--- src/rtl/spi_ram_pkg.sv ---
package spi_ram_pkg;

    localparam int BANK_W    = 2;
    localparam int OFFS_W    = 7;
    localparam int BYTE_W    = 8;
    localparam int RADDR_W   = BANK_W + OFFS_W;
    localparam int SEC_BANK  = 2;
    localparam int SEC_DEPTH = 112;

    typedef enum logic [1:0] {
        PH_CMD,
        PH_BANK,
        PH_DATA,
        PH_SKIP
    } phase_t;

    typedef struct packed {
        logic [BANK_W-1:0] bank;
        logic [OFFS_W-1:0] offs;
    } ram_loc_t;

    function automatic logic loc_ok(ram_loc_t a);
        if (a.bank == {BANK_W{1'b1}}) return 1'b0;
        if (a.bank == BANK_W'(SEC_BANK) && a.offs >= OFFS_W'(SEC_DEPTH)) return 1'b0;
        return 1'b1;
    endfunction

endpackage

--- src/rtl/spi_bit_engine.sv ---
module spi_bit_engine
    import spi_ram_pkg::*;
(
    input  logic              clk,
    input  logic              rst,
    input  logic              sclk,
    input  logic              si,
    input  logic              csn,
    input  logic              tx_en,
    input  logic [BYTE_W-1:0] tx_byte,
    output logic              byte_done,
    output logic [BYTE_W-1:0] rx_byte,
    output logic              so_bit
);
    localparam int CNT_W = $clog2(BYTE_W);

    logic              sclk_q;
    logic [CNT_W-1:0]  bit_cnt;
    logic [BYTE_W-1:0] rx_sh;
    logic [BYTE_W-1:0] tx_sh;
    logic              so_q;
    logic              rise, fall;

    assign rise      = ~csn & sclk & ~sclk_q;
    assign fall      = ~csn & ~sclk & sclk_q;
    assign byte_done = rise && (bit_cnt == CNT_W'(BYTE_W - 1));
    assign rx_byte   = {rx_sh[BYTE_W-2:0], si};
    assign so_bit    = so_q;

    always_ff @(posedge clk) begin
        if (rst) begin
            sclk_q  <= 1'b0;
            bit_cnt <= '0;
            rx_sh   <= '0;
            tx_sh   <= '0;
            so_q    <= 1'b0;
        end else begin
            sclk_q <= sclk;
            if (csn) begin
                bit_cnt <= '0;
                tx_sh   <= '0;
                so_q    <= 1'b0;
            end else begin
                if (rise) begin
                    rx_sh   <= rx_byte;
                    bit_cnt <= bit_cnt + 1'b1;
                end
                if (fall) begin
                    if (bit_cnt == '0) begin
                        so_q  <= tx_en ? tx_byte[BYTE_W-1] : 1'b0;
                        tx_sh <= tx_en ? {tx_byte[BYTE_W-2:0], 1'b0} : '0;
                    end else begin
                        so_q  <= tx_sh[BYTE_W-1];
                        tx_sh <= {tx_sh[BYTE_W-2:0], 1'b0};
                    end
                end
            end
        end
    end

endmodule

--- src/rtl/spi_ram_ctrl.sv ---
module spi_ram_ctrl
    import spi_ram_pkg::*;
(
    input  logic               clk,
    input  logic               rst,
    input  logic               csn,
    input  logic               byte_done,
    input  logic [BYTE_W-1:0]  rx_byte,
    output logic               tx_en,
    output logic [BYTE_W-1:0]  tx_byte,
    output logic               reg_access,
    output logic               ram_en,
    output logic               ram_we,
    output logic [RADDR_W-1:0] ram_addr,
    output logic [BYTE_W-1:0]  ram_wdata,
    input  logic [BYTE_W-1:0]  ram_rdata
);
    phase_t            phase;
    ram_loc_t          cur, wr_loc, rd_loc, nxt;
    logic              read_only;
    logic              req_wr, req_rd, rd_pend, reg_q;
    logic [BYTE_W-1:0] wr_data, tx_buf;

    assign nxt        = '{bank: cur.bank, offs: cur.offs + 1'b1};
    assign tx_en      = (phase == PH_DATA);
    assign tx_byte    = tx_buf;
    assign reg_access = reg_q;
    assign ram_en     = req_wr | req_rd;
    assign ram_we     = req_wr;
    assign ram_addr   = req_wr ? wr_loc : rd_loc;
    assign ram_wdata  = wr_data;

    always_ff @(posedge clk) begin
        if (rst) begin
            phase     <= PH_CMD;
            cur       <= '0;
            wr_loc    <= '0;
            rd_loc    <= '0;
            read_only <= 1'b0;
            req_wr    <= 1'b0;
            req_rd    <= 1'b0;
            rd_pend   <= 1'b0;
            reg_q     <= 1'b0;
            wr_data   <= '0;
            tx_buf    <= '0;
        end else begin
            reg_q   <= 1'b0;
            rd_pend <= ram_en & ~ram_we;
            if (rd_pend) tx_buf <= ram_rdata;
            if (req_wr)      req_wr <= 1'b0;
            else if (req_rd) req_rd <= 1'b0;

            if (csn) begin
                phase <= PH_CMD;
            end else if (byte_done) begin
                unique case (phase)
                    PH_CMD: begin
                        if (rx_byte[BYTE_W-1]) begin
                            cur.offs <= rx_byte[OFFS_W-1:0];
                            phase    <= PH_BANK;
                        end else begin
                            reg_q <= 1'b1;
                            phase <= PH_SKIP;
                        end
                    end
                    PH_BANK: begin
                        cur.bank  <= rx_byte[BYTE_W-1 -: BANK_W];
                        read_only <= rx_byte[BYTE_W-1-BANK_W];
                        phase     <= PH_DATA;
                        rd_loc    <= '{bank: rx_byte[BYTE_W-1 -: BANK_W], offs: cur.offs};
                        if (loc_ok('{bank: rx_byte[BYTE_W-1 -: BANK_W], offs: cur.offs}))
                            req_rd <= 1'b1;
                        else
                            tx_buf <= '0;
                    end
                    PH_DATA: begin
                        if (!read_only && loc_ok(cur)) begin
                            req_wr  <= 1'b1;
                            wr_loc  <= cur;
                            wr_data <= rx_byte;
                        end
                        cur    <= nxt;
                        rd_loc <= nxt;
                        if (loc_ok(nxt)) req_rd <= 1'b1;
                        else             tx_buf <= '0;
                    end
                    default: ;
                endcase
            end
        end
    end

endmodule

--- src/rtl/spi_ram_slave.sv ---
module spi_ram_slave
    import spi_ram_pkg::*;
(
    input  logic               clk,
    input  logic               rst,
    input  logic               sclk,
    input  logic               si,
    input  logic               csn,
    output logic               so,
    output logic               so_oe,
    output logic               reg_access,
    output logic               ram_en,
    output logic               ram_we,
    output logic [RADDR_W-1:0] ram_addr,
    output logic [BYTE_W-1:0]  ram_wdata,
    input  logic [BYTE_W-1:0]  ram_rdata
);
    logic              byte_done, tx_en, so_bit;
    logic [BYTE_W-1:0] rx_byte, tx_byte;

    spi_bit_engine u_bits (
        .clk(clk), .rst(rst), .sclk(sclk), .si(si), .csn(csn),
        .tx_en(tx_en), .tx_byte(tx_byte),
        .byte_done(byte_done), .rx_byte(rx_byte), .so_bit(so_bit)
    );

    spi_ram_ctrl u_ctrl (
        .clk(clk), .rst(rst), .csn(csn),
        .byte_done(byte_done), .rx_byte(rx_byte),
        .tx_en(tx_en), .tx_byte(tx_byte), .reg_access(reg_access),
        .ram_en(ram_en), .ram_we(ram_we), .ram_addr(ram_addr),
        .ram_wdata(ram_wdata), .ram_rdata(ram_rdata)
    );

    assign so    = so_bit & ~csn;
    assign so_oe = ~csn;

endmodule

--- config.mk ---
export PLATFORM = sky130hd
export DESIGN_NAME = spi_ram_slave
export DESIGN_NICKNAME = d
export VERILOG_FILES = /design/src/rtl/spi_ram_pkg.sv /design/src/rtl/spi_bit_engine.sv /design/src/rtl/spi_ram_ctrl.sv /design/src/rtl/spi_ram_slave.sv
export SDC_FILE = /design/constraint.sdc
export NUM_CORES = 1
export LEC_CHECK = 0
export ABC_AREA = 1
export BUFFER_PORTS_ARGS = -buffer_cell sky130_fd_sc_hd__buf_2
export CORE_AREA = 4 4 76 131
export CTS_BUF_LIST = sky130_fd_sc_hd__clkbuf_8
export CTS_CLUSTER_SIZE = 8
export DETAILED_ROUTE_END_ITERATION = 8
export DIE_AREA = 0 0 80 135
export MAX_ROUTING_LAYER = met4
export SKIP_CTS_REPAIR_TIMING = 1
export SLEW_MARGIN = 20
export SYNTH_ARGS = -nofsm -noshare
export SYNTH_HDL_FRONTEND = slang
export SYNTH_HIERARCHICAL = 1
export SYNTH_SLANG_ARGS = --single-unit
--- constraint.sdc ---
create_clock -name clk -period 2.8 [get_ports clk]
set_input_delay 0.56 -clock clk [delete_from_list [all_inputs] [get_ports clk]]
set_output_delay 0.56 -clock clk [all_outputs]
set_load 0.01 [all_outputs]
==> results of run 1 <==
==> synthesized netlist by cell type <==
master / n
nand2_1: 92
dfxtp_1: 69
nor2_1: 63
inv_1: 40
a21oi_1: 38
o21ai_0: 36
nand3_1: 13
ha_1: 8
mux2i_1: 8
a221oi_1: 7
clkbuf_1: 6
nand2_2: 6
o21ai_1: 6
buf_4: 5
inv_2: 5
a31oi_1: 4
buf_2: 4
nor2_2: 4
a211oi_1: 3
buf_6: 3
nor3_1: 3
nor2_4: 2
buf_1: 1
clkinv_1: 1
inv_4: 1
nand3_2: 1
nand4_1: 1
nor3_4: 1
o21ai_2: 1
or2_2: 1
==> worst max-delay path, delay by kind of cell <==
kind	cells	cell delay, ns
buf+inv	3	0.43
simple gates	7	1.18
compound gates	1	0.23
==> layout make-up <==
cell class / count / share of cell area
sequential: 69 / 0.379
inverter: 47 / 0.0491
timing repair buffer: 37 / 0.0528
multi-input combinational: 298 / 0.407
clock inverter: 4 / 0.0257
tap: 120 / 0.0412
clock buffer: 12 / 0.0453
==> logic make-up after synthesis <==
kind of cell / count (synthesis) / share of synthesized area
adders and majority gates: 8 / 0.0317
AOI/OAI and AO/OA: 95 / 0.164
muxes: 8 / 0.0253
and+or+nand+nor: 187 / 0.249
buffers and inverters: 66 / 0.0938
DFF: 69 / 0.437
==> routing by layer <==
layer	up-vias	part of all wire	wire (um)	global-route usage
met5	-	0	0	-
met1	1314	0.39	3020	0.149
met2	47	0.57	4450	0.284
met3	8	0.025	197	0.0347
met4	0	0.019	150	0.0752
li1	1452	-	-	-
==> sequential cells by signal (all words and copies together) (netlist names), 2 cells and up <==
| name | flops |
|---|---|
| u_ctrl/ram_wdata | 8 |
| u_ctrl/tx_byte | 8 |
| u_ctrl/phase | 2 |
| u_ctrl/wr_loc | 9 |
| u_bits/bit_cnt | 3 |
| u_bits/rx_sh | 7 |
| u_ctrl/rd_loc | 9 |
| u_ctrl/cur | 9 |
| u_bits/tx_sh | 7 |
==> stage by stage <==
stage | util | hold WS [ns]
2_1_floorplan | - | 0.424
3_3_place_gp | 0.377 | 0.444
3_5_place_dp | 0.377 | 0.440
4_1_cts | 0.406 | 0.441
5_1_grt | 0.406 | 0.455
6_report | 0.406 | 0.450
==> power breakdown <==
part | leakage, nW | switching (W) | total [W] | internal, W
logic | 0.806 | 0.0000512 | 0.0000717 | 0.0000205
registers | 0.556 | 0.00000417 | 0.000990 | 0.000986
clock network | 0.134 | 0.000367 | 0.00103 | 0.000662
total | 1.50 | 0.000423 | 0.00209 | 0.00167
==> how the worst max path moves through the flow <==
| stage | from | endpoint |
|---|---|---|
| after CTS | u_bits/sclk_q | u_ctrl/wr_loc[6] |
| after floorplan | csn | u_ctrl/wr_loc[6] |
| final | sclk | u_ctrl/wr_loc[6] |
| after global routing | u_bits/sclk_q | u_ctrl/wr_loc[0] |
| after global placement | sclk | u_ctrl/wr_loc[6] |
| after detailed placement | sclk | u_ctrl/wr_loc[6] |
==> metrics.txt, run 1 <==
layout cells sized above 1=0.158; multi-input combinational cell area=0.00148 mm2; Critical Path, Cell by Cell=buf_2 -> inv_2 -> nor2_4 -> nand2_2 -> nor2_1 -> nand2_2 -> nor3_4 -> nand2_2 -> inv_4 -> nor2_2 -> a211oi_1; Pwr Total=0.00209 W; CP Data Arrival Time=2.40 ns; endpoints failing hold=0; FF-to-FF End=u_ctrl/wr_loc[6]; clk_lat worst skew=0.36 ns; Hold Path Origin=u_ctrl/rd_loc[1]; dominant cell type by area after synthesis=dfxtp_1; critical path type=primary input to flip-flop; Max Freq=0.463 GHz; CP most frequent cell=nand2_2; Seq/Total Area, Yosys=0.437; Ys Warns=6; ant diodes=0; RR Startpoint=u_bits/sclk_q; Synth Cell Area=0.00316 mm2; Final setup violation count=0; Layout area overhead=15.3%; Synth area leaders=dfxtp_1 44%, nand2_1 11%, nor2_1 7.5%; Final nets=483; PwrDens=573 mW/mm2; synthesized area per cell=7.30 um2; vias in the first global route=2594; Slew @ Worst Pin=0.795 ns; # fillers=969; Yosys cell types=30; initial antenna violation count=0; Final HPWL DP=5790 um; RSZ-0062 raised after global routing=no; quantity of I/O buffers inserted on ports=34; Site Rows=46; drt drc=0; Pre-Repair DR Iteration Count=4; Die Height=135 um; CTS clk-pin slew, worst paths=0.08 ns; via-per-instance ratio=4.81; Pleak=1.50 nW; Tmin final=2.16 ns; total vias in the final route=2821; Die X=80 um; Clock Tree Root=clkbuf_8; I/O pin cnt=35; dpl cells=571; Hold Path Class=flip-flop to flip-flop; Critical Path Fanout Max=24; Register Area=0.00138 mm2; syn nets=454; Final Cycle Share=0.771; GPL Wtd Cong=0.851; CP endpoint kind=flip-flop; Cells after Synth=433; clock sink total=69; 1st-iter DRT viols=173; critical path launch point type=primary input; first-pass GRT wire length=12400 um; flops & latches, synth=69; worst hold stages=2; VDD IR max=0.259 mV; register-to-register setup slack=0.65 ns; Post-Place Cell Area=0.00339 mm2; final wirelength=7810 um; fin worst setup slack=0.641 ns; die area=0.0108 mm2; total core area=0.00898 mm2; CTS tree=yes; Slew headroom=0.470; worst stage delay on the critical path=0.25 ns; largest net degree at the start of global routing=29; GRT Total Usage=0.155; Critical Path RT=3.04 ns; maxcap violations=0; FF-to-FF path depth=9; setup TNS=0 ns; Longest Clk Path Bufs=2; Slowest cell on crit path=inv_4; Finished Layout Cells=587; Worst Skew=0.0129 ns; status=finished, final reports clean; WL/cell=13.3 um; Initial Utilization=0.352; ANT nets after route=0; Clock H-tree levels=3; Place WS=0.245 ns; top cell type's share of synthesized area=0.437; cts bufs inserted=9; fin area=0.00365 mm2; most common cell after layout, fill and taps aside=nand2_1; Max Slew Vio Count=0; commonest cells after routing, fill and taps aside=92 x nand2_1, 69 x dfxtp_1, 63 x nor2_1; Worst Hold Path EP=u_ctrl/rd_loc[1]; Overflow after GRT=0
Note: power is estimated with default switching activity, not from simulation.
==> inputs of run 2 (changes only) <==
==> constraint.sdc (replaced) <==
create_clock -name clk -period 1.9 [get_ports clk]
set_input_delay 0.38 -clock clk [delete_from_list [all_inputs] [get_ports clk]]
set_output_delay 0.38 -clock clk [all_outputs]
set_load 0.01 [all_outputs]
==> metrics.txt, run 2 (synthesized netlist as in run 1, its figures left out) <==
status=finished, final reports clean; Site Rows=46 (unchanged); RSZ-0062 raised after global routing=no; maxcap violations=0 (unchanged); Overflow after GRT=0 (unchanged); initial antenna violation count=0 (unchanged); layout cells sized above 1=0.180 (+0.0218); total core area=0.00898 mm2 (unchanged); Critical Path Fanout Max=7 (-71%); Max Slew Vio Count=0 (unchanged); CTS tree=yes; Die Height=135 um (unchanged); # fillers=967 (-0.21%); Pleak=1.53 nW (+2.4%); critical path launch point type=flip-flop; first-pass GRT wire length=12400 um (about the same); Worst Skew=0.0111 ns (-0.00186 ns); Layout area overhead=16.7%; RR Startpoint=u_bits/bit_cnt[0]; Hold Path Origin=ram_rdata[1]; clk_lat worst skew=0.36 ns (about the same); GPL Wtd Cong=0.831 (-2.4%); Die X=80 um (unchanged); PwrDens=751 mW/mm2 (+31%); Clock Tree Root=clkbuf_8; Final HPWL DP=5750 um (-0.72%); Slew @ Worst Pin=0.498 ns (-0.297 ns); VDD IR max=0.414 mV (+60%); Pwr Total=0.00277 W (+33%); total vias in the final route=2897 (+2.7%); die area=0.0108 mm2 (unchanged); ant diodes=0 (unchanged); ANT nets after route=0 (unchanged); Pre-Repair DR Iteration Count=4 (unchanged); Hold Path Class=primary input to flip-flop; final wirelength=7700 um (-1.5%); most common cell after layout, fill and taps aside=nand2_1; FF-to-FF End=u_ctrl/ram_wdata[2]; I/O pin cnt=35 (unchanged); Final nets=493 (+2.1%); final hold slack=0.268 ns (-0.182 ns); register-to-register setup slack=0.09 ns (-0.56 ns); largest net degree at the start of global routing=29 (unchanged); CTS clk-pin slew, worst paths=0.08 ns (about the same); dpl cells=581 (+1.8%); worst hold stages=3 (+1); 1st-iter DRT viols=137 (-21%); Final setup violation count=0 (unchanged); Worst Hold Path EP=u_ctrl/tx_byte[1]; endpoints failing hold=0 (unchanged); Critical Path RT=2.15 ns (-0.89 ns); drt drc=0 (unchanged); cts bufs inserted=9 (unchanged); CP Data Arrival Time=2.06 ns (-0.34 ns); Final Cycle Share=0.954; commonest cells after routing, fill and taps aside=92 x nand2_1, 68 x dfxtp_1, 63 x nor2_1; vias in the first global route=2778 (+7.1%); FF-to-FF path depth=10 (+1); critical path type=flip-flop to flip-flop; Clock H-tree levels=3 (unchanged); Longest Clk Path Bufs=2 (unchanged); CP endpoint kind=flip-flop; setup TNS=0 ns (unchanged); Slew headroom=0.668 (+0.198); Finished Layout Cells=597 (+1.7%); Max Freq=0.552 GHz; fin area=0.00369 mm2 (+1.2%); WL/cell=12.9 um (-3.2%); clock sink total=69 (unchanged); Initial Utilization=0.352 (unchanged); Post-Place Cell Area=0.00346 mm2 (+2.2%); Regs by FF count=u_ctrl/cur (9), u_ctrl/rd_loc (9), u_ctrl/wr_loc (9); GRT Total Usage=0.154 (-0.000756); Tmin final=1.81 ns; quantity of I/O buffers inserted on ports=34 (unchanged); via-per-instance ratio=4.85 (+0.97%)
-- run 2: changes by cell type in the layout (fill, tap and decap cells not counted), moves of 2 or more --
cell / change
clkinv_4: +2
clkbuf_8: -2
bufinv_16: -2
nand2_4: +3
nand2_2: -3
buf_4: +10
-- run 2: metrics by stage --
step                      utilization  setup slack, ns
after floorplan                     -            0.130
after global routing            0.411          0.00275
after detailed placement        0.386           0.0418
final                           0.411           0.0874
after global placement          0.386            0.121
after CTS                       0.408         -0.00191
-- run 2: area by class of cell --
type / instances / area, um2 / area share
sequential: 69 / 1380 / 0.375
timing repair buffer: 47 / 268 / 0.0726
inverter: 47 / 189 / 0.0512
tap: 120 / 150 / 0.0407
clock buffer: 10 / 138 / 0.0373
multi-input combinational: 298 / 1500 / 0.406
clock inverter: 6 / 63.8 / 0.0173
-- run 2: critical path: stages (launching register included) --
cell and delay, ns:
dfxtp_1 0.36, ha_1 0.15, ha_1 0.14, inv_1 0.04
nor2_1 0.15, nand2_2 0.12, nor3_4 0.22, nand2_4 0.13
buf_4 0.17, o21ai_0 0.17, nor2_1 0.06
-- run 2: worst max path at each step --
stage | start | end | slack, ns
finish | u_bits/bit_cnt[0] | u_ctrl/ram_wdata[2] | 0.09
detailed placement | sclk | u_ctrl/ram_wdata[3] | 0.04
floorplan | csn | u_ctrl/wr_loc[6] | 0.13
global placement | sclk | u_ctrl/ram_wdata[7] | 0.12
CTS | u_ctrl/ram_we | ram_addr[2] | -0.002
global route | u_bits/bit_cnt[0] | u_ctrl/ram_wdata[0] | 0.003
-- run 2: report_power, final --
group	leakage, nW	switching, W	total [W]	internal (W)
Sequential	0.557	0.00000576	0.00146	0.00145
Clock	0.104	0.000562	0.00120	0.000638
Combinational	0.871	0.0000757	0.000112	0.0000363
-- run 2: metal layers --
metal  routed length, um  global-route usage
met5                   0                   -
met1                2960               0.145
met4                 252              0.0818
met3                 293              0.0394
met2                4190               0.280
==> inputs of run 3 (changes only) <==
--- a/config.mk
+++ b/config.mk
@@ -7,12 +7,16 @@
 export LEC_CHECK = 0
 export ABC_AREA = 1
 export BUFFER_PORTS_ARGS = -buffer_cell sky130_fd_sc_hd__buf_2
-export CORE_AREA = 4 4 76 131
+export CAP_MARGIN = 20
+export CELL_PAD_IN_SITES_DETAIL_PLACEMENT = 2
+export CELL_PAD_IN_SITES_GLOBAL_PLACEMENT = 2
+export CORE_AREA = 4 4 82 141
 export CTS_BUF_LIST = sky130_fd_sc_hd__clkbuf_8
 export CTS_CLUSTER_SIZE = 8
 export DETAILED_ROUTE_END_ITERATION = 8
-export DIE_AREA = 0 0 80 135
+export DIE_AREA = 0 0 86 145
 export MAX_ROUTING_LAYER = met4
+export PLACE_DENSITY_LB_ADDON = 0.1
 export SKIP_CTS_REPAIR_TIMING = 1
 export SLEW_MARGIN = 20
 export SYNTH_ARGS = -nofsm -noshare
==> metrics.txt, run 3 (synthesized netlist as in run 1, its figures left out) <==
Max Slew Vio Count=0 (unchanged); worst hold stages=3 (unchanged); final wirelength=10300 um (+34%); Clock H-tree levels=3 (unchanged); CP endpoint kind=flip-flop; Worst Skew=0.00986 ns (-0.00120 ns); critical path type=flip-flop to flip-flop; Longest Clk Path Bufs=2 (unchanged); Die X=86 um (+7.5%); Slew @ Worst Pin=0.472 ns (-0.0255 ns); Clock power frac=0.407 (-0.026); total core area=0.0104 mm2 (+15%); Max Freq=0.563 GHz (+2.1%); maxcap violations=0 (unchanged); FF-to-FF End=u_ctrl/wr_loc[8]; commonest cells after routing, fill and taps aside=92 x nand2_1, 66 x dfxtp_1, 62 x nor2_1; Critical Path Fanout Max=12 (+5); die area=0.0125 mm2 (+15%); ANT nets after route=0 (unchanged); Final nets=499 (+1.2%); Int Power=0.00201 W (-5.4%); RR Startpoint=u_bits/bit_cnt[0]; Initial Utilization=0.305 (-0.0470); multi-input combinational cell area=0.00151 mm2 (+0.50%); Slew headroom=0.685 (+0.0170); fin area=0.00375 mm2 (+1.6%); layout cells sized above 1=0.198 (+0.0172); CP Data Arrival Time=2.04 ns (-0.02 ns); Regs by FF count=u_ctrl/cur (9), u_ctrl/rd_loc (9), u_ctrl/wr_loc (9); PwrDens=711 mW/mm2 (-5.3%); initial antenna violation count=0 (unchanged); Overflow after GRT=0 (unchanged); Pre-Repair DR Iteration Count=4 (unchanged); Die Height=145 um (+7.4%); status=finished, final reports clean; WL/cell=16.9 um (+31%); Switching Share=0.245 (+0.0124); most common cell after layout, fill and taps aside=nand2_1; Hold Path Class=primary input to flip-flop; critical path launch point type=flip-flop; # fillers=1239 (+28%); Register Area=0.00139 mm2 (+0.18%); CTS tree=yes; 1st-iter DRT viols=89 (-35%); Worst Hold Path EP=u_ctrl/tx_byte[3]; cts bufs inserted=9 (unchanged); combinational power share=0.046 (+0.006); Post-Place Cell Area=0.00350 mm2 (+1.0%); I/O pin cnt=35 (unchanged); endpoints failing hold=0 (unchanged); Critical Path RT=2.16 ns (about the same); clock sink total=69 (unchanged); final hold slack=0.277 ns (+0.00932 ns); Site Rows=49 (+6.5%); first-pass GRT wire length=16600 um (+33%); Final setup violation count=0 (unchanged); largest net degree at the start of global routing=29 (unchanged); Hold Path Origin=ram_rdata[3]; Clock Tree Root=clkbuf_8; drt drc=0 (unchanged); GRT Total Usage=0.176 (+0.0218); Final HPWL DP=7680 um (+34%); share of power burned in registers=0.547 (+0.021); via-per-instance ratio=4.97 (+2.5%); total vias in the final route=3023 (+4.3%); clk_lat worst skew=0.35 ns (about the same); CTS clk-pin slew, worst paths=0.07 ns (about the same); Layout area overhead=18.5%; quantity of I/O buffers inserted on ports=34 (unchanged); register-to-register setup slack=0.12 ns (+0.04 ns); Sw Pwr=0.000652 W (+1.3%); FF-to-FF path depth=11 (+1); Final Cycle Share=0.935 (-0.0195); vias in the first global route=3251 (+17%); VDD IR max=0.339 mV (-18%); ant diodes=0 (unchanged); GPL Wtd Cong=0.847 (+2.0%); Tmin final=1.78 ns (-0.0370 ns); Pleak=1.55 nW (+0.99%)
## run 3: cell count changes in the layout (fill, tap and decap cells not counted), moves of 2 or more
cell and delta:
buf_12 +2, buf_4 +3, clkinv_4 -2, dfxtp_1 -2
dfxtp_2 +2, ha_1 -2, nand2_2 +2, nand2_4 -2
## run 3: worst max-delay path by stage
stage / from / to / cells after the start
2_1_floorplan: csn / u_ctrl/wr_loc[6] / 12
3_3_place_gp: sclk / u_ctrl/ram_wdata[6] / 11
3_5_place_dp: sclk / u_ctrl/ram_wdata[6] / 11
4_1_cts: u_ctrl/ram_we / ram_addr[2] / 4
5_1_grt: u_bits/bit_cnt[0] / u_ctrl/cur[6] / 10
6_report: u_bits/bit_cnt[0] / u_ctrl/wr_loc[8] / 11
## run 3: area by class of cell
type | count | area share
Sequential cell | 69 | 0.370
Clock buffer | 11 | 0.0404
Timing Repair inverter | 1 | 0.00234
Inverter | 47 | 0.0514
Timing Repair Buffer | 52 | 0.0881
Multi-Input combinational cell | 298 | 0.402
Tap cell | 127 | 0.0424
Clock inverter | 3 | 0.00367
## run 3: metal layers
metal	up-vias	global-route usage	share of wire
met5	-	-	0
met4	0	0.0547	0.013
met3	10	0.0323	0.021
met2	33	0.342	0.61
met1	1493	0.168	0.36
li1	1487	-	-
## run 3: power groups by stage
stage	Sequential (W)	Combinational, W	Clock [W]
floorplan	0.00149	0.0000750	0
global placement	0.00149	0.000119	0
detailed placement	0.00149	0.000122	0
CTS	0.00146	0.000122	0.00113
global route	0.00146	0.000138	0.00120
finish	0.00146	0.000121	0.00108
## run 3: per-stage QoR
stage                     setup TNS [ns]  worst slack [ns]  utilization  power (W)  std cells
after global routing             -0.0342           -0.0189        0.362    0.00280        608
final                                  0             0.124        0.362    0.00267        608
after global placement           -0.0180           -0.0180        0.338    0.00161        590
after floorplan                        0             0.130            -    0.00157        433
after CTS                         -0.529            -0.196        0.354    0.00271        604
after detailed placement         -0.0314           -0.0306        0.338    0.00161        590
## run 3: critical path, cell delays in order (launching register included)
cell and delay (ns):
dfxtp_2 0.36, ha_4 0.14, ha_1 0.13, inv_1 0.05
nor2_2 0.11, nand2_2 0.11, nor3_4 0.25, nand2_4 0.10
buf_12 0.14, inv_16 0.07, nor2_2 0.04, a211oi_1 0.18
